### src/rtl/seqmis_pkg.sv
package seqmis_pkg;

    localparam int BYTE_W = 8;

    typedef enum logic [0:0] {
        ST_IDLE = 1'b0,
        ST_RUN  = 1'b1
    } run_state_e;

    typedef struct packed {
        logic taken;
        logic bounds;
    } outcome_t;

    // True when a span of cnt bytes starting at off stays within len.
    function automatic logic span_fits(input logic [32:0] off,
                                       input logic [32:0] cnt,
                                       input logic [32:0] len);
        logic [33:0] span_end;
        span_end = {1'b0, off} + {1'b0, cnt};
        return span_end <= {1'b0, len};
    endfunction

endpackage

### src/rtl/seqmis_walk.sv
module seqmis_walk #(
    parameter int CW = 16
) (
    input  logic          clk,
    input  logic          rst,
    input  logic          launch,
    input  logic          active,
    input  logic          stop,
    input  logic [CW-1:0] cnt,
    output logic          issue,
    output logic [CW-1:0] idx,
    output logic          cmp_vld,
    output logic [CW-1:0] cmp_idx
);
    assign issue = active && (idx != cnt);

    always_ff @(posedge clk) begin
        if (rst) begin
            idx     <= '0;
            cmp_vld <= 1'b0;
            cmp_idx <= '0;
        end else if (launch) begin
            idx     <= '0;
            cmp_vld <= 1'b0;
        end else begin
            cmp_vld <= issue && !stop;
            if (issue) begin
                idx     <= idx + 1'b1;
                cmp_idx <= idx;
            end
        end
    end
endmodule

### src/rtl/seqmis_judge.sv
module seqmis_judge #(
    parameter int CW = 16
) (
    input  logic                         cmp_vld,
    input  logic [CW-1:0]                cmp_idx,
    input  logic [CW-1:0]                cnt,
    input  logic [seqmis_pkg::BYTE_W-1:0] lit_byte,
    input  logic [seqmis_pkg::BYTE_W-1:0] pkt_byte,
    output logic                         differ,
    output logic                         last_ok,
    output logic                         finish
);
    logic at_last;

    always_comb begin
        at_last = (cmp_idx == cnt - 1'b1);
        differ  = cmp_vld && (lit_byte != pkt_byte);
        last_ok = cmp_vld && !differ && at_last;
        finish  = differ || last_ok;
    end
endmodule

### src/rtl/seqmis_cmp.sv
module seqmis_cmp
    import seqmis_pkg::*;
#(
    parameter int AW = 16,
    parameter int PW = 16,
    parameter int CW = 16
) (
    input  logic              clk,
    input  logic              rst,
    input  logic              start,
    input  logic [AW-1:0]     lit_addr,
    input  logic [AW-1:0]     jump_off,
    input  logic [PW-1:0]     pkt_offset,
    input  logic [PW-1:0]     pkt_len,
    input  logic [CW-1:0]     byte_count,
    output logic              prog_rd_en,
    output logic [AW-1:0]     prog_rd_addr,
    input  logic [BYTE_W-1:0] prog_rd_data,
    output logic              pkt_rd_en,
    output logic [PW-1:0]     pkt_rd_addr,
    input  logic [BYTE_W-1:0] pkt_rd_data,
    output logic              busy,
    output logic              done,
    output logic              taken,
    output logic              bounds_err,
    output logic [AW-1:0]     next_pc
);
    run_state_e    st;
    logic [AW-1:0] lit_q, end_q, tgt_q;
    logic [PW-1:0] off_q, len_q;
    logic [CW-1:0] cnt_q;
    outcome_t      res_q;

    logic          launch, fits, issue, cmp_vld, differ, last_ok, finish;
    logic [CW-1:0] idx, cmp_idx;
    logic [AW-1:0] end_in;

    assign launch = start && (st == ST_IDLE);
    assign fits   = span_fits(33'(pkt_offset), 33'(byte_count), 33'(pkt_len));
    assign end_in = lit_addr + AW'(byte_count);

    seqmis_walk #(.CW(CW)) walk_i (
        .clk(clk), .rst(rst), .launch(launch),
        .active(st == ST_RUN), .stop(finish), .cnt(cnt_q),
        .issue(issue), .idx(idx), .cmp_vld(cmp_vld), .cmp_idx(cmp_idx)
    );

    seqmis_judge #(.CW(CW)) judge_i (
        .cmp_vld(cmp_vld), .cmp_idx(cmp_idx), .cnt(cnt_q),
        .lit_byte(prog_rd_data), .pkt_byte(pkt_rd_data),
        .differ(differ), .last_ok(last_ok), .finish(finish)
    );

    assign prog_rd_en   = issue;
    assign pkt_rd_en    = issue;
    assign prog_rd_addr = lit_q + AW'(idx);
    assign pkt_rd_addr  = off_q + PW'(idx);
    assign busy         = (st == ST_RUN);
    assign taken        = res_q.taken;
    assign bounds_err   = res_q.bounds;

    always_ff @(posedge clk) begin
        if (rst) begin
            st      <= ST_IDLE;
            done    <= 1'b0;
            res_q   <= '0;
            next_pc <= '0;
            lit_q   <= '0;
            end_q   <= '0;
            tgt_q   <= '0;
            off_q   <= '0;
            len_q   <= '0;
            cnt_q   <= '0;
        end else begin
            done <= 1'b0;
            case (st)
                ST_IDLE: if (start) begin
                    lit_q <= lit_addr;
                    off_q <= pkt_offset;
                    len_q <= pkt_len;
                    cnt_q <= byte_count;
                    end_q <= end_in;
                    tgt_q <= end_in + jump_off;
                    if (!fits) begin
                        done    <= 1'b1;
                        res_q   <= '{taken: 1'b0, bounds: 1'b1};
                        next_pc <= end_in;
                    end else if (byte_count == '0) begin
                        done    <= 1'b1;
                        res_q   <= '0;
                        next_pc <= lit_addr;
                    end else begin
                        st <= ST_RUN;
                    end
                end
                ST_RUN: if (finish) begin
                    st      <= ST_IDLE;
                    done    <= 1'b1;
                    res_q   <= '{taken: differ, bounds: 1'b0};
                    next_pc <= differ ? tgt_q : end_q;
                end
                default: st <= ST_IDLE;
            endcase
        end
    end

    // Completion marker lasts a single cycle.
    p_done_pulse_r7: assert property (@(posedge clk) disable iff (rst)
        done |=> !done);

    // Idle block drives no memory traffic.
    p_no_read_idle_r2: assert property (@(posedge clk) disable iff (rst)
        !busy |-> (!prog_rd_en && !pkt_rd_en));

    // Packet reads never leave the packet.
    p_pkt_in_range_r6: assert property (@(posedge clk) disable iff (rst)
        pkt_rd_en |-> ({1'b0, pkt_rd_addr} < {1'b0, len_q}));

    // A refused span never reports a taken branch.
    p_bounds_not_taken_r6: assert property (@(posedge clk) disable iff (rst)
        (done && bounds_err) |-> !taken);

    // Results hold while idle without a new launch.
    p_hold_result_r7: assert property (@(posedge clk) disable iff (rst)
        (!busy && !start && !done) |=> ($stable(next_pc) && $stable(taken) && !done));

    // A start while running does not end or restart the run.
    p_busy_ignore_r8: assert property (@(posedge clk) disable iff (rst)
        (busy && start && !finish) |=> (busy && !done));

endmodule

### config.mk
export PLATFORM = sky130hd
export DESIGN_NAME = seqmis_cmp
export DESIGN_NICKNAME = d
export VERILOG_FILES = /design/src/rtl/seqmis_pkg.sv /design/src/rtl/seqmis_walk.sv /design/src/rtl/seqmis_judge.sv /design/src/rtl/seqmis_cmp.sv
export SDC_FILE = /design/constraint.sdc
export NUM_CORES = 1
export LEC_CHECK = 0
export BUFFER_PORTS_ARGS = -buffer_cell sky130_fd_sc_hd__clkbuf_2
export CORE_MARGIN = 1.5
export CORE_UTILIZATION = 55
export DETAILED_ROUTE_END_ITERATION = 7
export GPL_TIMING_DRIVEN = 0
export PLACE_DENSITY_LB_ADDON = 0.3
export SETUP_SLACK_MARGIN = 0.02
export SLEW_MARGIN = 5
export SYNTH_ARGS = -nofsm -noshare
export SYNTH_HDL_FRONTEND = slang
export SYNTH_SLANG_ARGS = --single-unit
export TNS_END_PERCENT = 10
### constraint.sdc
create_clock -name clk -period 5.9 [get_ports clk]
set_clock_uncertainty 0.05 [all_clocks]
set_input_delay 0.295 -clock clk [delete_from_list [all_inputs] [get_ports clk]]
set_output_delay 0.295 -clock clk [all_outputs]
set_load 0.1 [all_outputs]
==> impl_metrics.env <==
export IMPL_run_status="finished clean"
export IMPL_mappedNetlistNets=1480
export IMPL_grt_first_pass_wirelength_mm=47.4
export IMPL_unique_cell_type_count_in_the_yosys_netlist=65
export IMPL_ys_seq_area_share_pct=27.0
export IMPL_tightestPinTransition_ps=1140
export IMPL_globalRouteOverflowTotal=0
export IMPL_worstPathCellList="clkbuf_2, ha_1, inv_1, fa_1, nor2b_1, o21a_1, o21ai_0, a31oi_1, o21ai_0, nor2b_1, o21ai_0, a21oi_1, xnor2_1, ha_1, nand2_1, or3_1, nor4_1, nor2_1, o21ai_0, nand3_1, clkbuf_1, mux2_2, o21ai_0, o22ai_2"
export IMPL_yosys_register_bits=133
export IMPL_timing_critical_path_to_type="register"
export IMPL_cts_resized_gates=0
export IMPL_cpPeakStageDelay_ps=400
export IMPL_cts_hold_buffers=0
export IMPL_max_cap_violations=0
export IMPL_layout_worst_path_cycle_share_pct=87.6
export IMPL_layout_common_cells="sky130_fd_sc_hd__nand2_1 (261), sky130_fd_sc_hd__clkbuf_2 (152), sky130_fd_sc_hd__a21oi_1 (140)"
export IMPL_synthXorXnorAreaFrac_pct=10.0
export IMPL_num_vias=10000
export IMPL_avgRoutedWirePerCell_um=18.0
export IMPL_portBuffers=152
export IMPL_globalRouteTotalUtil_pct=33.2
export IMPL_diodes_inserted=0
export IMPL_p_leak_nw=5.18
export IMPL_cts_htree_levels=4
export IMPL_synthCells=1282
export IMPL_holdCritPathClass="in2reg"
export IMPL_worst_r2r_startpoint="cnt_q[0]"
export IMPL_hold_violations=0
export IMPL_synth_adder_area_share_pct=12.9
export IMPL_p_r_area_growth_vs_syn_pct=16.6
export IMPL_critical_path_slowest_cell="sky130_fd_sc_hd__fa_1"
export IMPL_first_global_vias=9265
export IMPL_tritoncts_num_sinks=133
export IMPL_numCtsBuffers=17
export IMPL_total_power_mw=3.61
export IMPL_net_count_final=1651
export IMPL_worstHoldPathCells=3
export IMPL_start_kind="input port"
export IMPL_initial_utilization_pct=56.7
export IMPL_setup_viol=0
export IMPL_totalNegativeSetupSlack_ps=0
export IMPL_grt_antenna_before_repair=0
export IMPL_cts_post_setup_buffers_inserted=0
export IMPL_worst_path_dominant_cell_family="compound AO/OA/AOI/OAI gates"
export IMPL_io_pin_count=153
export IMPL_clock_tree_from_tritoncts="done"
export IMPL_asyncSetResetFlopFracSynth_pct=0
export IMPL_synth_enable_flop_cells=0
export IMPL_clock_period_minus_final_worst_setup_slack_ps=5170
export IMPL_viasPerCell=5.92
export IMPL_layout_cells_most_common="sky130_fd_sc_hd__nand2_1"
export IMPL_cp_arrival_ps=5430
export IMPL_die_w_um=137
export IMPL_slew_viol_final=0
export IMPL_root_buffer="sky130_fd_sc_hd__clkbuf_16"
export IMPL_place_detailed_hpwl_mm=23.9
export IMPL_rows=48
export IMPL_post_route_worst_setup_slack_ps=733
export IMPL_worstSkewPairLatency_ps=430
export IMPL_worstHoldEndpoint="off_q[14]"
export IMPL_worst_path_buf_inv=3
export IMPL_maximum_count_of_clock_buffers_along_a_single_path=2
export IMPL_irDropWorstVdd_mv=0.253
export IMPL_route_antenna_remaining_nets=0
export IMPL_drt_drc=0
export IMPL_synth_warn=0
export IMPL_critical_path_fanout_max=10
export IMPL_clk_pin_slew_worst_paths_ps=60
export IMPL_postSynthAreaPerCell_sq_um=7.71
export IMPL_criticalPathCategory="in2reg"
export IMPL_muxShareOfSynthArea_pct=2.53
export IMPL_coreArea_sq_um=17400
export IMPL_synth_top_family_by_area="simple AND/OR/NAND/NOR gates"
export IMPL_floorplan_die_height_um=137
export IMPL_critPathRequiredTime_ps=6160
export IMPL_fin_area_sq_um=11500
export IMPL_min_delay_start="pkt_offset[14]"
export IMPL_placed_area_sq_um=10900
export IMPL_path_common_cell="sky130_fd_sc_hd__o21ai_0"
export IMPL_floorplan_die_area_sq_um=18800
export IMPL_first_iter_violations=841
export IMPL_routabilityCongestion=0.964
export IMPL_postRouteWirelength_mm=30.5
export IMPL_synthSimpleGateAreaFrac_pct=23.4
export IMPL_rr_endpoint="next_pc[0]"
export IMPL_share_of_layout_cells_above_drive_strength_1_pct=15.8
export IMPL_drtPass1Iterations=7
export IMPL_register_to_register_path_depth=13
export IMPL_synth_ff_type="sky130_fd_sc_hd__dfxtp_1"
export IMPL_dp_worst_setup_slack_ps=390
export IMPL_final_core_utilization_pct=66.1
export IMPL_timing_fmax_mhz=194
export IMPL_slew_headroom_pct=23.0
export IMPL_grt_start_max_net_pins=17
export IMPL_synth_compound_area_share_pct=19.4
export IMPL_netlist_area_sq_um=9880
export IMPL_unrepaired_setup_endpoints_after_global_routing="false"
export IMPL_r2r_slack_ps=2660
export IMPL_power_density_nw_per_um2=313
## Yosys cell counts (9+ instances only)
| cell type | number | share of area, % |
|---|---|---|
| sky130_fd_sc_hd__a211oi_1 | 10 | 0.76 |
| sky130_fd_sc_hd__a21o_1 | 21 | 1.6 |
| sky130_fd_sc_hd__a21oi_1 | 140 | 7.1 |
| sky130_fd_sc_hd__a31oi_1 | 9 | 0.57 |
| sky130_fd_sc_hd__and3_1 | 13 | 0.82 |
| sky130_fd_sc_hd__clkbuf_1 | 39 | 1.5 |
| sky130_fd_sc_hd__dfxtp_1 | 133 | 27 |
| sky130_fd_sc_hd__ha_1 | 94 | 12 |
| sky130_fd_sc_hd__inv_1 | 50 | 1.9 |
| sky130_fd_sc_hd__mux2_2 | 16 | 1.8 |
| sky130_fd_sc_hd__nand2_1 | 261 | 9.9 |
| sky130_fd_sc_hd__nand2b_1 | 9 | 0.57 |
| sky130_fd_sc_hd__nand3_1 | 41 | 2.1 |
| sky130_fd_sc_hd__nand4_1 | 14 | 0.89 |
| sky130_fd_sc_hd__nor2_1 | 64 | 2.4 |
| sky130_fd_sc_hd__nor2b_1 | 17 | 1.1 |
| sky130_fd_sc_hd__nor3_1 | 33 | 1.7 |
| sky130_fd_sc_hd__nor4_1 | 10 | 0.63 |
| sky130_fd_sc_hd__o21a_1 | 9 | 0.68 |
| sky130_fd_sc_hd__o21ai_0 | 43 | 2.2 |
| sky130_fd_sc_hd__o22ai_2 | 9 | 1.1 |
| sky130_fd_sc_hd__or3_1 | 12 | 0.76 |
| sky130_fd_sc_hd__xnor2_1 | 66 | 5.9 |
| sky130_fd_sc_hd__xor2_1 | 47 | 4.2 |
## kinds of logic (layout without fill, tap and decap cells)
family	after synthesis	after routing
flip-flops	133	133
AND/OR/NAND/NOR	505	505
multiplexers	23	23
AO/OA/AOI/OAI	302	302
buffers and inverters	107	291
adder cells (fa/ha/maj)	99	99
XOR/XNOR	113	113
## final cells by class
cell class	instances	area, sq um
Fill cell	1516	5900
Timing Repair Buffer	152	761
Clock buffer	17	425
Buffer	54	278
Sequential cell	133	2660
Clock inverter	15	174
Multi-Input combinational cell	1042	6740
Tap cell	225	282
Inverter	53	199
## metal layers
metal / track usage [%] / up-vias / share of wire (%)
li1: - / 4839 / -
met1: 40.8 / 4586 / 41
met2: 55.2 / 470 / 45
met3: 7.11 / 112 / 9.3
met4: 15.6 / 0 / 4.8
met5: 0 / - / 0
## worst min-delay path, stage by stage
cell and delay (ps):
sky130_fd_sc_hd__clkbuf_2 100, sky130_fd_sc_hd__nand2_1 60, sky130_fd_sc_hd__a21oi_1 50
## report_power, final
group	leakage [nW]	internal [mW]	switching [mW]
Clock	0.281	0.633	0.440
Sequential	1.09	0.990	0.0694
Combinational	3.81	0.461	1.02
## registers in the layout, summed over array words and instances (netlist names)
signal	count
bounds_err	1
busy	1
cnt_q	16
done	1
end_q	16
lit_q	16
next_pc	16
off_q	16
taken	1
tgt_q	16
walk_i.cmp_idx	16
walk_i.cmp_vld	1
walk_i.idx	16
## per-stage QoR
step	cells	hold WS, ps
final	1691	80.0
after floorplan	1282	375
after global placement	1659	390
after global routing	1691	76.9
after CTS	1691	56.1
after detailed placement	1659	393
## worst max-delay path by stage
| stage | startpoint | to | slack, ps | depth (start not counted) |
|---|---|---|---|---|
| after detailed placement | byte_count[1] | next_pc[10] | 390 | 22 |
| after floorplan | walk_i.idx[2] | pkt_rd_addr[14] | 100 | 10 |
| after global routing | byte_count[0] | next_pc[3] | 400 | 24 |
| after CTS | byte_count[0] | next_pc[10] | 820 | 24 |
| after global placement | byte_count[0] | next_pc[12] | 460 | 24 |
| final | byte_count[0] | next_pc[10] | 730 | 24 |
Note: power is estimated with default switching activity, not from simulation.
